## config.mk

```make
export PLATFORM = sky130hd
export DESIGN_NAME = sbus_cpu
export DESIGN_NICKNAME = d
export VERILOG_FILES = /design/src/rtl/sbus_cpu_pkg.sv /design/src/rtl/sbus_step_seq.sv /design/src/rtl/sbus_ins_dec.sv /design/src/rtl/sbus_ctl_matrix.sv /design/src/rtl/sbus_datapath.sv /design/src/rtl/sbus_cpu.sv
export SDC_FILE = /design/constraint.sdc
export NUM_CORES = 1
export LEC_CHECK = 0
export BUFFER_PORTS_ARGS = -buffer_cell sky130_fd_sc_hd__buf_2
export CAP_MARGIN = 20
export CORE_MARGIN = 5
export CORE_UTILIZATION = 55
export CTS_BUF_LIST = sky130_fd_sc_hd__clkbuf_8
export DETAILED_ROUTE_END_ITERATION = 10
export GPL_ROUTABILITY_DRIVEN = 0
export PLACE_DENSITY = 0.85
export SYNTH_ARGS = -nofsm -noshare
export SYNTH_HDL_FRONTEND = slang
export SYNTH_SLANG_ARGS = --single-unit
```

## constraint.sdc

```tcl
create_clock -name clk -period 6.4 [get_ports clk]
set_input_delay 0.32 -clock clk [delete_from_list [all_inputs] [get_ports clk]]
set_output_delay 0.32 -clock clk [all_outputs]
set_load 0.01 [all_outputs]
```

## src/rtl/sbus_cpu_pkg.sv

```systemverilog
package sbus_cpu_pkg;

    localparam int NSTEP = 7;

    typedef enum logic [2:0] {
        ST_T1 = 3'd0,
        ST_T2 = 3'd1,
        ST_T3 = 3'd2,
        ST_T4 = 3'd3,
        ST_T5 = 3'd4,
        ST_T6 = 3'd5,
        ST_T7 = 3'd6
    } step_e;

    localparam logic [3:0] OP_ADD    = 4'd1;
    localparam logic [3:0] OP_ADDIND = 4'd2;
    localparam logic [3:0] OP_LOAD   = 4'd3;
    localparam logic [3:0] OP_BR     = 4'd4;
    localparam logic [3:0] OP_BRN    = 4'd5;

    // one-hot instruction lines
    typedef struct packed {
        logic other;
        logic brn;
        logic br;
        logic load;
        logic addind;
        logic add;
    } ins_t;

    // control word driven by the hardwired matrix
    typedef struct packed {
        logic pc_out;
        logic pc_in;
        logic mar_in;
        logic read;
        logic mdr_out;
        logic ir_in;
        logic y_in;
        logic z_in;
        logic z_out;
        logic sel4;
        logic n_upd;
        logic src_out;
        logic dst_out;
        logic dst_in;
        logic off_out;
        logic addr_out;
        logic wmfc;
        logic fin;
    } ctl_t;

endpackage

```

## src/rtl/sbus_step_seq.sv

```systemverilog
module sbus_step_seq
    import sbus_cpu_pkg::*;
(
    input  logic             clk,
    input  logic             rst_n,
    input  logic             stall,
    input  logic             fin,
    output step_e            step,
    output logic [NSTEP-1:0] step_oh
);

    step_e step_nx;

    always_ff @(posedge clk) begin
        if (!rst_n) step <= ST_T1;
        else        step <= step_nx;
    end

    always_comb begin
        step_nx = step;
        if (stall) begin
            step_nx = step;
        end else if (fin) begin
            step_nx = ST_T1;
        end else begin
            unique case (step)
                ST_T1:   step_nx = ST_T2;
                ST_T2:   step_nx = ST_T3;
                ST_T3:   step_nx = ST_T4;
                ST_T4:   step_nx = ST_T5;
                ST_T5:   step_nx = ST_T6;
                ST_T6:   step_nx = ST_T7;
                ST_T7:   step_nx = ST_T1;
                default: step_nx = ST_T1;
            endcase
        end
    end

    for (genvar i = 0; i < NSTEP; i++) begin : g_line
        assign step_oh[i] = (step == step_e'(i));
    end

    p_step_onehot_r10: assert property (@(posedge clk) disable iff (!rst_n)
        $onehot(step_oh));

    p_stall_hold_r3: assert property (@(posedge clk) disable iff (!rst_n)
        stall |=> $stable(step_oh));

    p_fin_t1_r10: assert property (@(posedge clk) disable iff (!rst_n)
        (fin && !stall) |=> step_oh[0]);

endmodule

```

## src/rtl/sbus_ins_dec.sv

```systemverilog
module sbus_ins_dec
    import sbus_cpu_pkg::*;
(
    input  logic [3:0] opcode,
    output ins_t       ins
);

    always_comb begin
        ins = '0;
        unique case (opcode)
            OP_ADD:    ins.add    = 1'b1;
            OP_ADDIND: ins.addind = 1'b1;
            OP_LOAD:   ins.load   = 1'b1;
            OP_BR:     ins.br     = 1'b1;
            OP_BRN:    ins.brn    = 1'b1;
            default:   ins.other  = 1'b1;
        endcase
    end

endmodule

```

## src/rtl/sbus_ctl_matrix.sv

```systemverilog
module sbus_ctl_matrix
    import sbus_cpu_pkg::*;
(
    input  logic [NSTEP-1:0] step_oh,
    input  ins_t             ins,
    input  logic             n_flag,
    output ctl_t             ctl
);

    logic t1, t2, t3, t4, t5, t6, t7;
    logic any_br;

    assign t1 = step_oh[0];
    assign t2 = step_oh[1];
    assign t3 = step_oh[2];
    assign t4 = step_oh[3];
    assign t5 = step_oh[4];
    assign t6 = step_oh[5];
    assign t7 = step_oh[6];
    assign any_br = ins.br | ins.brn;

    // each signal is a sum of step-and-instruction products
    always_comb begin
        ctl          = '0;
        ctl.pc_out   = t1;
        ctl.sel4     = t1;
        ctl.mar_in   = t1 | (t4 & (ins.addind | ins.load));
        ctl.read     = t1 | (t4 & (ins.addind | ins.load));
        ctl.z_in     = t1 | (t5 & ins.add) | (t6 & ins.addind) | (t4 & any_br);
        ctl.n_upd    = (t5 & ins.add) | (t6 & ins.addind) | (t4 & any_br);
        ctl.z_out    = t2 | (t6 & ins.add) | (t7 & ins.addind) | (t5 & any_br);
        ctl.pc_in    = t2 | (t5 & any_br);
        ctl.y_in     = t2 | (t4 & ins.add) | (t5 & ins.addind);
        ctl.wmfc     = t2 | (t5 & (ins.addind | ins.load));
        ctl.mdr_out  = t3 | (t6 & (ins.addind | ins.load));
        ctl.ir_in    = t3;
        ctl.src_out  = t4 & (ins.add | ins.addind);
        ctl.dst_out  = t5 & (ins.add | ins.addind);
        ctl.dst_in   = (t6 & ins.add) | (t7 & ins.addind) | (t6 & ins.load);
        ctl.off_out  = t4 & any_br;
        ctl.addr_out = t4 & ins.load;
        ctl.fin      = (t6 & ins.add) | (t7 & ins.addind) | (t6 & ins.load)
                     | (t5 & any_br) | (t4 & ins.brn & ~n_flag)
                     | (t4 & ins.other);
    end

endmodule

```

## src/rtl/sbus_datapath.sv

```systemverilog
module sbus_datapath
    import sbus_cpu_pkg::*;
#(
    parameter int DW   = 32,
    parameter int NREG = 4
) (
    input  logic          clk,
    input  logic          rst_n,
    input  ctl_t          ctl,
    input  logic [DW-1:0] mem_rdata,
    input  logic          mem_mfc,
    output logic [DW-1:0] mem_addr,
    output logic          mem_rd,
    output logic [DW-1:0] bus,
    output logic [3:0]    opcode,
    output logic          n_flag,
    output logic          stall
);

    localparam int RW      = $clog2(NREG);
    localparam int DST_LSB = 26;
    localparam int SRC_LSB = 24;
    localparam int OFF_W   = 16;
    localparam int ADR_W   = 25;

    logic [DW-1:0] pc, mar, mdr, ir, y, z;
    logic [DW-1:0] gpr [NREG];
    logic [DW-1:0] alu_a, alu_sum;
    logic [RW-1:0] dst_sel, src_sel;
    logic          rd_pend;

    assign opcode  = ir[DW-1 -: 4];
    assign dst_sel = ir[DST_LSB +: RW];
    assign src_sel = ir[SRC_LSB +: RW];

    // single bus: one source per step
    always_comb begin
        bus = '0;
        if (ctl.pc_out)   bus = pc;
        if (ctl.z_out)    bus = z;
        if (ctl.mdr_out)  bus = mdr;
        if (ctl.off_out)  bus = {{(DW-OFF_W){ir[OFF_W-1]}}, ir[OFF_W-1:0]};
        if (ctl.addr_out) bus = {{(DW-ADR_W){1'b0}}, ir[ADR_W-1:0]};
        if (ctl.src_out)  bus = gpr[src_sel];
        if (ctl.dst_out)  bus = gpr[dst_sel];
    end

    assign alu_a   = ctl.sel4 ? DW'(4) : y;
    assign alu_sum = alu_a + bus;
    assign stall   = ctl.wmfc & rd_pend & ~mem_mfc;
    assign mem_addr = mar;
    assign mem_rd   = rd_pend;

    always_ff @(posedge clk) begin
        if (!rst_n) begin
            pc     <= '0;
            mar    <= '0;
            ir     <= '0;
            y      <= '0;
            z      <= '0;
            n_flag <= 1'b0;
        end else begin
            if (ctl.pc_in)  pc  <= bus;
            if (ctl.mar_in) mar <= bus;
            if (ctl.ir_in)  ir  <= bus;
            if (ctl.y_in)   y   <= bus;
            if (ctl.z_in)   z   <= alu_sum;
            if (ctl.n_upd)  n_flag <= alu_sum[DW-1];
        end
    end

    // read request and memory data register
    always_ff @(posedge clk) begin
        if (!rst_n) begin
            rd_pend <= 1'b0;
            mdr     <= '0;
        end else begin
            if (rd_pend && mem_mfc) begin
                rd_pend <= 1'b0;
                mdr     <= mem_rdata;
            end
            if (ctl.read) rd_pend <= 1'b1;
        end
    end

    for (genvar r = 0; r < NREG; r++) begin : g_gpr
        always_ff @(posedge clk) begin
            if (!rst_n)                                   gpr[r] <= '0;
            else if (ctl.dst_in && dst_sel == RW'(r))     gpr[r] <= bus;
        end
    end

    p_bus_one_driver_r2: assert property (@(posedge clk) disable iff (!rst_n)
        $onehot0({ctl.pc_out, ctl.z_out, ctl.mdr_out, ctl.off_out,
                  ctl.addr_out, ctl.src_out, ctl.dst_out}));

    p_fetch_inc_r2: assert property (@(posedge clk) disable iff (!rst_n)
        (ctl.pc_out && ctl.sel4 && ctl.z_in) |=>
            (z == $past(pc) + DW'(4)) && (mar == $past(pc)));

    p_n_keep_fetch_r9: assert property (@(posedge clk) disable iff (!rst_n)
        ctl.sel4 |=> (n_flag == $past(n_flag)));

    p_read_hold_r3: assert property (@(posedge clk) disable iff (!rst_n)
        (rd_pend && !mem_mfc) |=> (rd_pend && $stable(mar)));

endmodule

```

## src/rtl/sbus_cpu.sv

```systemverilog
module sbus_cpu
    import sbus_cpu_pkg::*;
#(
    parameter int DW   = 32,
    parameter int NREG = 4
) (
    input  logic             clk,
    input  logic             rst_n,
    output logic [DW-1:0]    mem_addr,
    output logic             mem_rd,
    input  logic [DW-1:0]    mem_rdata,
    input  logic             mem_mfc,
    output logic [DW-1:0]    bus_mon,
    output logic [NSTEP-1:0] step_mon
);

    step_e            step;
    logic [NSTEP-1:0] step_oh;
    ins_t             ins;
    ctl_t             ctl;
    logic [3:0]       opcode;
    logic             n_flag;
    logic             stall;

    sbus_step_seq u_seq (
        .clk     (clk),
        .rst_n   (rst_n),
        .stall   (stall),
        .fin     (ctl.fin),
        .step    (step),
        .step_oh (step_oh)
    );

    sbus_ins_dec u_dec (
        .opcode (opcode),
        .ins    (ins)
    );

    sbus_ctl_matrix u_ctl (
        .step_oh (step_oh),
        .ins     (ins),
        .n_flag  (n_flag),
        .ctl     (ctl)
    );

    sbus_datapath #(.DW(DW), .NREG(NREG)) u_dp (
        .clk       (clk),
        .rst_n     (rst_n),
        .ctl       (ctl),
        .mem_rdata (mem_rdata),
        .mem_mfc   (mem_mfc),
        .mem_addr  (mem_addr),
        .mem_rd    (mem_rd),
        .bus       (bus_mon),
        .opcode    (opcode),
        .n_flag    (n_flag),
        .stall     (stall)
    );

    assign step_mon = step_oh;

    p_step_enum_r10: assert property (@(posedge clk) disable iff (!rst_n)
        step_mon[step]);

endmodule

```

## Word level (Yosys, flattened, before mapping)

Memory sizes are Yosys's and may differ from the RTL's. A register that Yosys moved wholly into a read port is not among the register bits.
Cells that the tools add are included.

| storage, ports and cells | value |
|---|---|
| logic and storage cells | 121 |
| input port bits | 35 |
| bits in writable memories | 128 |
| bits in registers | 197 |
| memories | 1 |

| cells by class | value |
|---|---|
| bitwise logic cells | 48 |
| muxes and demuxes | 39 |
| equality and inequality tests | 14 |
| $add $sub $neg | 1 |
| reductions and logical operators | 9 |

Memory list:

| name | depth | bits a word | read ports | clocked after Yosys merged registers in | write ports | RTL line | source |
|---|---|---|---|---|---|---|---|
| u_dp.gpr | 4 | 32 | 2 | 2 | 4 | sbus_datapath.sv:27 | `logic [DW-1:0] gpr [NREG];` |

Operators by type and width:

| operator | count |
|---|---|
| 32-bit 2-to-1 mux | 12 |
| 32-bit adder | 1 |
| 1-bit bitwise OR | 26 |
| 1-bit 2-to-1 mux | 21 |
| 1-bit bitwise AND | 20 |
| 3-bit one-hot mux with 6 select lines | 1 |
| 3-bit equality test, second input constant | 3 |
| 4-bit by 2-bit equality test with 1-bit output, second input constant | 2 |
| 4-bit by 3-bit equality test with 1-bit output, second input constant | 2 |
| 2-bit 2-to-1 mux | 4 |
| 3-bit by 2-bit equality test with 1-bit output, second input constant | 2 |
| 1-bit logical AND | 5 |
| 5-bit OR reduction | 1 |
| 2-bit equality test, second input constant | 2 |
| 4-bit by 1-bit equality test with 1-bit output, second input constant | 1 |
| 3-bit by 1-bit equality test with 1-bit output, second input constant | 1 |
| 3-bit zero test | 1 |
| 3-bit 2-to-1 mux | 1 |
| 2-bit by 1-bit equality test with 1-bit output, second input constant | 1 |
| 2-bit zero test | 1 |
| 1-bit inverter | 2 |
| 2-bit nonzero test | 1 |

## Depth between registers and ports, before layout

| depth | value |
|---|---|
| word-level depth | 14 |
| gate-level depth with buffers | 22 |
| mapped depth without buffers | 19 |

## By module

A second synthesis with hierarchy kept.

| second synthesis, totals | value |
|---|---|
| cell total of the unflattened synthesis | 1746 |
| area total of the unflattened synthesis | 16960.0 µm² |

By module, submodules not included:

| module | instances | cells an instance | area an instance (µm²) |
|---|---|---|---|
| sbus_datapath | 1 | 1688 | 16504.6 |
| sbus_step_seq | 1 | 26 | 219.0 |
| sbus_ctl_matrix | 1 | 25 | 172.7 |
| sbus_ins_dec | 1 | 7 | 63.8 |

## Least setup slack after synthesis

No wires, ideal clock.

| timing path | value |
|---|---|
| path type | flip-flop to flip-flop |
| start | register with a tool-made name |
| end | register u_dp.z[30] |
| stages on the path, launching flop included | 19 |
| slack | 1.501 ns |
| setup time | 0.119 ns |
| arrival time | 4.780 ns |
| period minus slack after synthesis | 4.899 ns |
| path buffers | 2 |
| cells stage by stage | dfxtp_1 -> clkbuf_1 -> clkbuf_1 -> mux4_2 -> a22oi_1 -> nand2_1 -> a221oi_4 -> inv_1 -> ha_1 -> fa_1 -> a211oi_1 -> o211ai_1 -> a221oi_2 -> o21ai_0 -> a21oi_1 -> o21ai_1 -> a221oi_2 -> xor2_1 -> o21ai_1 |

RTL lines:

| element | RTL line | source |
|---|---|---|
| to (signal assigned) | sbus_datapath.sv:67 | `if (ctl.z_in) z <= alu_sum;` |
| to (decl) | sbus_datapath.sv:26 | `logic [DW-1:0] pc, mar, mdr, ir, y, z;` |

## Final worst setup path

| timing path | value |
|---|---|
| start | register u_dp.ir[29] |
| end | register u_dp.z[30] |

| on the way | value |
|---|---|
| longest elaborated chain between the ends | 13 |

RTL lines:

| element | RTL line | source |
|---|---|---|
| from (decl) | sbus_datapath.sv:26 |  |
| from (signal assigned) | sbus_datapath.sv:65 | `if (ctl.ir_in) ir <= bus;` |
| 4-bit by 1-bit equality test with 1-bit output | sbus_ins_dec.sv:10 | `unique case (opcode)` |
| 1-bit 2-to-1 mux | sbus_ins_dec.sv:10 |  |
| 1-bit bitwise AND | sbus_ctl_matrix.sv:31 | `ctl.z_out = t2 \| (t6 & ins.add) \| (t7 & ins.addind) \| (t5 & any_br);` |
| 1-bit bitwise OR (3 in a row) | sbus_ctl_matrix.sv:31 |  |
| 32-bit 2-to-1 mux | sbus_datapath.sv:40 | `if (ctl.z_out) bus = z;` |
| 32-bit 2-to-1 mux | sbus_datapath.sv:41 | `if (ctl.mdr_out) bus = mdr;` |
| 32-bit 2-to-1 mux | sbus_datapath.sv:42 | `if (ctl.off_out) bus = {{(DW-OFF_W){ir[OFF_W-1]}}, ir[OFF_W-1:0]};` |
| 32-bit 2-to-1 mux | sbus_datapath.sv:43 | `if (ctl.addr_out) bus = {{(DW-ADR_W){1'b0}}, ir[ADR_W-1:0]};` |
| 32-bit 2-to-1 mux | sbus_datapath.sv:44 | `if (ctl.src_out) bus = gpr[src_sel];` |
| 32-bit 2-to-1 mux | sbus_datapath.sv:45 | `if (ctl.dst_out) bus = gpr[dst_sel];` |
| 32-bit adder | sbus_datapath.sv:49 | `assign alu_sum = alu_a + bus;` |

Several ways; a longest one is shown, not always the timed one.
A chain may end at the register's enable or synchronous reset.

==> results by group <==
Synth
  • Ys async rst share: 0%
  • Post-synth EDFFs: 128
  • Cell Area, Synth: 16900 µm²
  • Top cells by count, synth: nand2_1 (278), dfxtp_1 (201), nor2_1 (180), edfxtp_1 (128), o211a_1 (99)
  • Largest cells by area after synthesis: dfxtp_1 (24%), edfxtp_1 (23%), mux4_2 (8.6%)
  • Yosys top cell by area: dfxtp_1
  • Count leader, synth: nand2_1
  • Yosys cell types: 77
  • Cell count after synthesis: 1618
  • Seq cells post-synth: 329
  • Synthesis Warnings: 0
  • Share of the synthesized area in the top cell type: 23.9%
  • Main synth FF type: dfxtp_1
  • Mean post-synth cell area: 10.4 µm²
  • Register area share after synthesis: 46.7%
  • Post-Syn Nets: 1685

Floorplan
  • Die Footprint: 34200 µm²
  • I/O pin total: 107
  • Initial Util: 55.4%
  • Die Y: 185 µm
  • Die W: 185 µm
  • Cell Rows: 64
  • Core area: 30400 µm²

Timing
  • Sum Neg Setup Slack: 0 ns
  • Fin crit period: 5.56 ns
  • # setup viols final: 0
  • RSZ-0062 raised after global routing: false
  • Final Hold Vio Count: 0
  • Slew Viols, Final: 0
  • Final Skew: 0.0239 ns
  • Slew HR: 28.0%
  • Worst slew pin tran: 1.08 ns
  • Peak Freq: 180 MHz
  • Final worst-path cycle share: 86.8%

Layout
  • # fillers: 2321
  • Post-route insts no fill: 2164
  • Synthesis-to-layout area growth: 13.3%
  • Layout net count: 1791
  • Diodes inserted: 0
  • Share of cells above drive strength 1: 20.1%
  • Register area: 7870 µm²
  • Area occupied by multi-input gates: 8320 µm²

CTS
  • Insertion delay to the later sink of the worst-skew pair: 0.60 ns
  • Root buf cell: clkbuf_8
  • CTS buffer count: 54
  • Cts repair resizes: 0
  • CTS tree: built
  • Clk pin slew, worst setup/hold paths: 0.06 ns
  • CTS H-Tree Depth: 2
  • Post-CTS repair timing setup buffer count: 0
  • Num Clock Sinks: 329
  • Clock Path Buffers: 3

Pwr
  • Pwr per Cell Area: 307 nW/µm²
  • Clock power share: 32.7%
  • Sw Ratio: 32.3%
  • Leakage: 8.50 nW
  • Peak supply drop: 0.170 mV
  • Int Pwr: 3.97 mW
  • Logic pwr share: 24.1%
  • Design Power: 5.86 mW
  • Reg power frac: 43.2%
  • Psw: 1.89 mW

Setup path
  • CP arrival: 6.03 ns
  • Startpoint Class: flip-flop
  • Crit. End Element: flip-flop
  • Slowest cell delay on critical path: 0.58 ns
  • WP data required: 6.88 ns
  • Slowest cell on crit path: dfxtp_1
  • WS Path Type: flip-flop to flip-flop
  • Worst path cell trace: nor3b_2 -> a21oi_1 -> or2_1 -> o21ai_4 -> buf_4 -> a221oi_4 -> inv_1 -> fa_1 -> a211oi_1 -> o211ai_1 -> a221oi_2 -> buf_4 -> o21ai_0 -> a21oi_1 -> o21ai_1 -> a221oi_2 -> xor2_1 -> o21ai_1
  • WP buf/inv: 3
  • Crit-path max FO: 20
  • Cell family with most CP delay: compound AO/OA/AOI/OAI gates

Detailed routing
  • Starting DRT DRC Count: 1468
  • Final ANT Viol Nets: 0
  • DRT Pass-1 Iters: 6
  • Total Wirelength: 47000 µm
  • Via density: 6.25
  • DRC Markers: 0
  • Routed length per instance: 21.7 µm
  • Vias after detailed routing: 13527

Job
  • Max Cap Viol: 0

GRT
  • GRT overflow: 0
  • All-Layer GR Usage: 27.0%
  • Largest net degree at the start of global routing: 119
  • Vias in the first global route: 13438
  • Initial antenna violation count: 0
  • First-pass GRT wire length: 73200 µm

Placement
  • Cell Count Post-Placement: 2034
  • I/O Buffers: 106
  • Hpwl dp: 30700 µm

Hold path
  • Worst hold-check path type: primary input to flip-flop

Status
  • Status: finished clean
## layout by cell type, fill, tap and decap left out, types with 36 or more instances in the layout
| cell type | instances |
|---|---|
| a21boi_0 | 45 |
| a21oi_1 | 38 |
| a22oi_1 | 36 |
| and2_1 | 39 |
| buf_2 | 105 |
| clkbuf_8 | 69 |
| dfxtp_1 | 199 |
| edfxtp_1 | 128 |
| inv_1 | 51 |
| mux4_2 | 64 |
| nand2_1 | 278 |
| nor2_1 | 177 |
| nor2b_1 | 42 |
| o211a_1 | 99 |
| o21ai_0 | 56 |
## repair_timing
item | in CTS | in global routing
hold endpoints to repair | 30 | 0
hold buffers | 30 | 0
endpoints found under the setup margin | 0 | 0
## logic make-up after synthesis
| group | after synthesis | share of synthesized area (%) |
|---|---|---|
| and+or+nand+nor | 609 | 15.9 |
| AOI/OAI and AO/OA | 390 | 20.1 |
| DFF | 329 | 46.7 |
| buffers and inverters | 160 | 4.12 |
| muxes | 72 | 9.39 |
| adders and majority gates | 32 | 2.42 |
| xor gates and xnor gates | 26 | 1.35 |
## state kept, by name, summed over array words and instances, names as in the netlist, named ones only
register / count
u_dp.gpr: 128
u_dp.ir: 32
u_dp.mdr: 32
u_dp.mem_addr: 32
u_dp.mem_rd: 1
u_dp.n_flag: 1
u_dp.pc: 32
u_dp.y: 32
u_dp.z: 32
u_seq.step: 3
## power by group through the flow
| stage | Sequential [mW] | Clock, mW | Combinational [mW] |
|---|---|---|---|
| after floorplan | 2.52 | 0 | 1.00 |
| after global placement | 2.56 | 0 | 1.33 |
| after detailed placement | 2.57 | 0 | 1.38 |
| after CTS | 2.53 | 1.94 | 1.40 |
| after global routing | 2.55 | 2.04 | 1.52 |
| final | 2.53 | 1.92 | 1.41 |
## worst reg2reg max path, cell delays in order (launching register included)
cell,delay (ns)
dfxtp_1,0.58
nor3b_2,0.14
a21oi_1,0.29
or2_1,0.49
o21ai_4,0.32
buf_4,0.34
a221oi_4,0.50
inv_1,0.17
fa_1,0.47
a211oi_1,0.35
o211ai_1,0.19
a221oi_2,0.29
buf_4,0.20
o21ai_0,0.14
a21oi_1,0.28
o21ai_1,0.17
a221oi_2,0.30
xor2_1,0.18
o21ai_1,0.07
## path summary, 6_finish.rpt
path / startpoint / end / cells past startpoint / slack [ns]
worst min-delay path: mem_rdata[31] / u_dp.mdr[31]$_SDFFE_PN0P_ / 3 / 0.03
worst min register to register: u_dp.mdr[30]$_SDFFE_PN0P_ / u_dp.mdr[30]$_SDFFE_PN0P_ / 2 / 0.48
worst max-delay path: u_dp.ir[29]$_SDFFE_PN0P_ / u_dp.z[30]$_SDFFE_PN0P_ / 18 / 0.84
worst max register to register: u_dp.ir[29]$_SDFFE_PN0P_ / u_dp.z[30]$_SDFFE_PN0P_ / 18 / 0.84
## routing by layer
layer	vias up	GRT usage, %	share of wire [%]
li1	6079	-	-
met1	6571	32.7	38
met2	723	47.2	50
met3	154	4.34	7.9
met4	0	12.9	4.9
met5	-	0	0
## per-stage QoR
step	utilization, %	hold slack (ns)	setup slack, ns	area, µm²
6_report	62.8	0.0266	0.844	19100
2_1_floorplan	-	0.439	1.50	16900
3_5_place_dp	58.0	0.462	1.04	17700
5_1_grt	62.8	0.0410	0.381	19100
3_3_place_gp	57.9	0.457	1.19	17600
4_1_cts	62.8	0.00595	0.980	19100
## cell type report
cell class / instances / share of cell area, %
flip-flops and latches: 329 / 41.2
inverters: 40 / 0.786
clock buffers: 69 / 4.97
clock inverters: 31 / 1.03
well taps: 396 / 2.59
repair buffers: 170 / 5.82
multi-input cells: 1129 / 43.6
Note: power is estimated with default switching activity, not from simulation.
